[config.mk]
export PLATFORM = sky130hd
export DESIGN_NAME = irq_status_ctrl
export DESIGN_NICKNAME = d
export VERILOG_FILES = /design/src/rtl/irq_status_ctrl.sv
export SDC_FILE = /design/constraint.sdc
export NUM_CORES = 1
export LEC_CHECK = 0
export BUFFER_PORTS_ARGS = -buffer_cell sky130_fd_sc_hd__buf_2
export CORE_MARGIN = 2
export CORE_UTILIZATION = 46
export DETAILED_ROUTE_END_ITERATION = 12
export PLACE_DENSITY = 0.77
export SLEW_MARGIN = 30
export SYNTH_ARGS = -nofsm -noshare
export SYNTH_HDL_FRONTEND = slang
export SYNTH_SLANG_ARGS = --single-unit
[constraint.sdc]
create_clock -name clk_i -period 1.7 [get_ports clk_i]
set_input_delay 0.34 -clock clk_i [delete_from_list [all_inputs] [get_ports clk_i]]
set_output_delay 0.34 -clock clk_i [all_outputs]
set_load 0.03 [all_outputs]
[src/rtl/irq_status_ctrl.sv]
module irq_status_ctrl #(
  parameter int NSRC   = 8,
  parameter int AW     = 8,
  parameter int A_STAT = 15,
  parameter int A_MASK = 14,
  parameter int A_MODE = 4
) (
  input  logic            clk_i,
  input  logic            rst_ni,
  input  logic [NSRC-1:0] ev_i,
  input  logic            ev_wake_i,
  input  logic            tx_busy_i,
  output logic            pa_off_o,
  input  logic            wr_en_i,
  input  logic            rd_en_i,
  input  logic [AW-1:0]   addr_i,
  input  logic [NSRC-1:0] wdata_i,
  output logic [NSRC-1:0] rdata_o,
  output logic            irq_o
);
  localparam int SHARED = 4;
  localparam int UNLOCK = 1;

  logic [NSRC-1:0] stat_q, mask_q, hit, take;
  logic            mode_q;

  wire sel_stat = addr_i == AW'(A_STAT);
  wire sel_mask = addr_i == AW'(A_MASK);
  wire sel_mode = addr_i == AW'(A_MODE);
  wire clr      = rd_en_i & sel_stat;

  assign hit  = ev_i | (NSRC'(ev_wake_i) << SHARED);
  assign take = mode_q ? hit : (hit & mask_q);

  always_ff @(posedge clk_i) begin
    if (!rst_ni) begin
      stat_q <= '0;
      mask_q <= '0;
      mode_q <= 1'b0;
    end else begin
      stat_q <= (clr ? '0 : stat_q) | take;
      if (wr_en_i && sel_mask) mask_q <= wdata_i;
      if (wr_en_i && sel_mode) mode_q <= wdata_i[0];
    end
  end

  always_comb begin
    rdata_o = '0;
    if (rd_en_i) begin
      if (sel_stat)      rdata_o = stat_q;
      else if (sel_mask) rdata_o = mask_q;
      else if (sel_mode) rdata_o = {{(NSRC-1){1'b0}}, mode_q};
    end
  end

  assign irq_o    = |(stat_q & mask_q);
  assign pa_off_o = ev_i[UNLOCK] & tx_busy_i;
endmodule

Yosys cells after proc, flatten, opt, wreduce, memory -nomap -nowiden
Cells that the tools add are included.
- equality and inequality tests: 3
- reduce and logical (&&, ||, !) cells: 3
- bitwise gates (word level): 6
- multiplexer cells: 6
- operator list (operator ; number):
    8-bit 2-to-1 mux ; 5
    8-bit AND ; 2
    8-bit by 4-bit == test with 1-bit output (second input constant) ; 2
    8-bit by 3-bit == test with 1-bit output (second input constant) ; 1
    8-bit by 5-bit bitwise OR with 8-bit output ; 1
    8-bit bitwise OR ; 1
    8-bit OR reduction ; 1
    1-bit AND ; 2
    1-bit logical AND ; 2
    1-bit 2-to-1 mux ; 1
- bits in registers: 17
- logic and storage cells: 21
- output and inout port bits: 10
- bits of input ports: 30

Longest topological paths before layout
- word-level depth: 5
- gate-level depth with buffers: 4
- gate-level depth less buffers: 3

Worst setup path after synthesis
Ideal clock, no wire load.
- path kind: input to output
- start point: in addr_i[5]
- end point: out rdata_o[1]
- data arrival time: 1.387 ns
- required time: 1.360 ns
- cell stages on the path: 3
- path slack: -0.027 ns
- path buffers: 0
- cells stage by stage: nor4_2 -> nand3_1 -> nor2_1
- longest elaborated chain between the ends: 4
- elaborated cells between the ends (all ways): 5
- classes of those cells: eq/ne: 2; mux: 3
- RTL lines (element ; RTL line ; RTL):
    start: declaration ; 16 ; input logic [AW-1:0] addr_i,
    8-bit by 4-bit == test with 1-bit output ; 28 ; wire sel_mask = addr_i == AW'(A_MASK);
    8-bit 2-to-1 mux ; 51 ; else if (sel_mask) rdata_o = mask_q;
    8-bit 2-to-1 mux * ; 50 ; if (sel_stat) rdata_o = stat_q;
    8-bit 2-to-1 mux * ; 49 ; if (rd_en_i) begin
    end: declaration ; 18 ; output logic [NSRC-1:0] rdata_o,
Every way passes the cells marked *; elsewhere a longest branch is shown, timed or not.

Worst setup path in the final report
- start point: in addr_i[6]
- end point: out rdata_o[1]
The elaborated chain is that of the path after synthesis.

==> results.md <==
- Period utilisation layout: 0.970
- Sw Share: 0.238
- Die H: approximately 49 um
- Xor-xnor portion of the synthesized cell area: 0
- First-pass GRT wire length: 3.86 mm
- Sequential Power Share: 0.572
- Sw power: roughly 0.17 mW
- Synth area leader: dfxtp_1
- EDFF count, synth: 0
- Total Power: approximately 0.7 mW
- CP top delay family: simple AND/OR/NAND/NOR gates
- Clk sinks: 17
- HP Start: wdata_i[2]
- Ratio of cells with drive above 1 in the final layout: 0.391
- Die area: 2430 um2
- Critical path type: input pin to primary output
- Hold Path Class: input pin to flip-flop
- Yosys reg bits: 17
- Final WL: approximately 2.4 mm
- Design area: ~1300 um2
- Main synth FF type: dfxtp_1
- Post-DP Area: approximately 1200 um2
- Root Driver: clkbuf_4
- Final min period: around 1.6 ns
- Pins over their slew limit: 0
- Synth Area in Simple Gates: 0.195
- Die W: roughly 50 um
- Synthesized Nets: approximately 140
- CP startpoint kind: input pin
- Drt pass-1 iters: 4
- Adder-cell share of the synthesized area: 0
- Synth Area in Compound Gates: 0.225
- Hold Crit Endpoint: mask_q[2]
- Synthesis-to-layout area growth: 34.7%
- Placement Setup Slack: -0.0430 ns
- Power share of the combinational group: 0.128
- CTS tree: yes
- Total Routing Usage GR: 0.202
- Grt ovf: 0
- Post-synthesis mux area share: 0.170
- Initial core utilization: 0.486
- Core area: 1940 um2
- Layout Skew: between 0.001 and 0.0015 ns
- Cell Pwr Density: 548 nW/um2
- Cts hold-fix bufs: 0
- Share of the synthesized area in the top cell type: 0.360
- Reg2reg setup slack: about 0.86 ns
- Worst-path cell chain: buf_2 > nor4_4 > nand3_1 > buf_4 > nor2_2 > buf_6
- Largest stage delay on the critical path: approximately 0.28 ns
- DRC violations left: 0
- Row cnt: 16
- Sequential area share after synthesis: 0.360
- Synthesis Warnings: 0
- Iter 0 DRT Violations: 22
- Maximum clock rate: 607 MHz
- RR Startpoint: mode_q
- IO Pins: 40
- Total CTS buffers: 3
- Power share of the clock group: 0.300
- P_int: 0.532 mW
- Synth async-reset ratio: 0
- Status: completed
- Via/cell ratio: ~5.5
- Final hold violations: 0
- Post-route ant nets: 0
- Largest net degree at the start of global routing: 26
- VDD IR-drop max: 458 uV
- Lkg Pwr: 0.511 nW
- Vias: roughly 1000
- Post-synth top cells: nand2_1, dfxtp_1, mux2i_1
- Top fanout value on the critical path: 7
- Max-cap violations: 0
- Reg2Reg Depth: 3
- Crit-path slowest cell: nor4_4
- Mapped Area: around 940 um2
- Mapped Cells: 107
- Top post-synthesis cells by area: dfxtp_1, mux2i_1, nand2_1
- Main combinational cell family by area after synthesis: compound AO/OA/AOI/OAI gates
- Count leader, synth: nand2_1
- Vias in the first global route: ~900
- WL/cell: roughly 13 um
- RSZ-0062 raised after global routing: true
- Slew HR: 0.746
- Final setup viols: 0
- Hold slack: approximately 0.30 ns
- Setup crit end kind: primary output
- Crit path DAT: roughly 1.3 ns
- # nets final: roughly 180
- I/O Buffers: 39
- GPL Wtd Cong: around 0.84
- Yosys cell types: 26
- Clk_lat worst skew: 0.28 ns
- Worst Hold Path Cells: 3
- Antenna diodes: 0
- Final setup margin: ~0.052 ns
- Worst path bufs/invs: 3
- Tightest Pin Transition: 0.381 ns
- Clock Pin Slew Worst Setup and Hold Paths: around 0.09 ns
- Initial antenna violation count: 0
- Synth Area per Inst: between 8 and 9 um2
- Worst r2r dst: stat_q[2]
- Max clock buf depth: 2
- Post-DP HPWL: between 1.5 and 2 mm
- H-tree levels: 1
- CP required: about 1.4 ns
## worst max-delay path by stage
stage,start,to,slack [ns],cells after the start
detailed placement,addr_i[5],rdata_o[1],-0.04,6
global route,addr_i[6],rdata_o[1],-0.01,6
finish,addr_i[6],rdata_o[1],0.05,6
CTS,addr_i[5],rdata_o[1],0.004,6
global placement,addr_i[5],rdata_o[1],0.01,6
floorplan,addr_i[5],rdata_o[1],-0.03,3
## cell type report
class,instances,area (um2)
clock buffers,4,26.3
fillers,172,669
inverters,1,3.75
multi-input cells,82,586
flip-flops and latches,17,340
well taps,27,33.8
repair buffers,47,283
## flip-flops by register name (all words and copies together), names as in the netlist
| name | count |
|---|---|
| mode_q | 1 |
| mask_q | 8 |
| stat_q | 8 |
## tightest hold or removal path, cell delays in order
cell     delay, ns
buf_2         0.09
nand2_1       0.05
mux2i_1       0.06
## routing by layer
layer / share of wire / global-route usage / vias to the layer above
met5: 0 / 0 / -
met4: 0.021 / 0.105 / 0
met3: 0.040 / 0.0245 / 6
met2: 0.50 / 0.345 / 28
li1: - / - / 482
met1: 0.44 / 0.245 / 457
## logic make-up after synthesis
kind of cell / after synthesis
and+or+nand+nor: 35
AOI/OAI and AO/OA: 31
DFF: 17
muxes: 16
buffers and inverters: 8
## power by group through the flow
stage	clock [mW]	sequential (mW)	combinational (mW)
after detailed placement	0	0.408	0.0838
after global routing	0.231	0.399	0.0975
final	0.209	0.399	0.0893
after global placement	0	0.408	0.0814
after floorplan	0	0.408	0.0397
after CTS	0.217	0.399	0.0866
## cells in the final DEF, fill, tap and decap left out
master and instances:
nor3_1 1, o2111ai_2 1, and4b_1 1, o31ai_1 8, o21ai_0 7, o22ai_1 1, nand2_1 18, clkinv_1 1
clkbuf_1 1, nor4_4 1, a21oi_2 1, buf_2 31, buf_4 14, dfxtp_1 17, o211ai_1 1, nand4_1 2
nor2_1 3, and3_1 1, nor2_2 4, buf_6 2, or4_4 1, and2_1 1, clkbuf_4 3, a22oi_1 4
a21boi_1 8, nand3_1 1, mux2i_1 16, nand4_4 1
## repair_timing
item                                    CTS  global route
pin swaps                                 0             1
buffers inserted                          0             2
gates resized for setup                   3            20
endpoints found under the setup margin    5             7
## metrics by stage
stage,utilization,std cells,setup TNS (ns)
after floorplan,-,107,-0.188
after global placement,0.605,172,0
after detailed placement,0.605,172,-0.103
after CTS,0.626,176,0
after global routing,0.655,178,-0.0177
final,0.655,178,0
No activity file was read; power rests on OpenSTA's default activity.
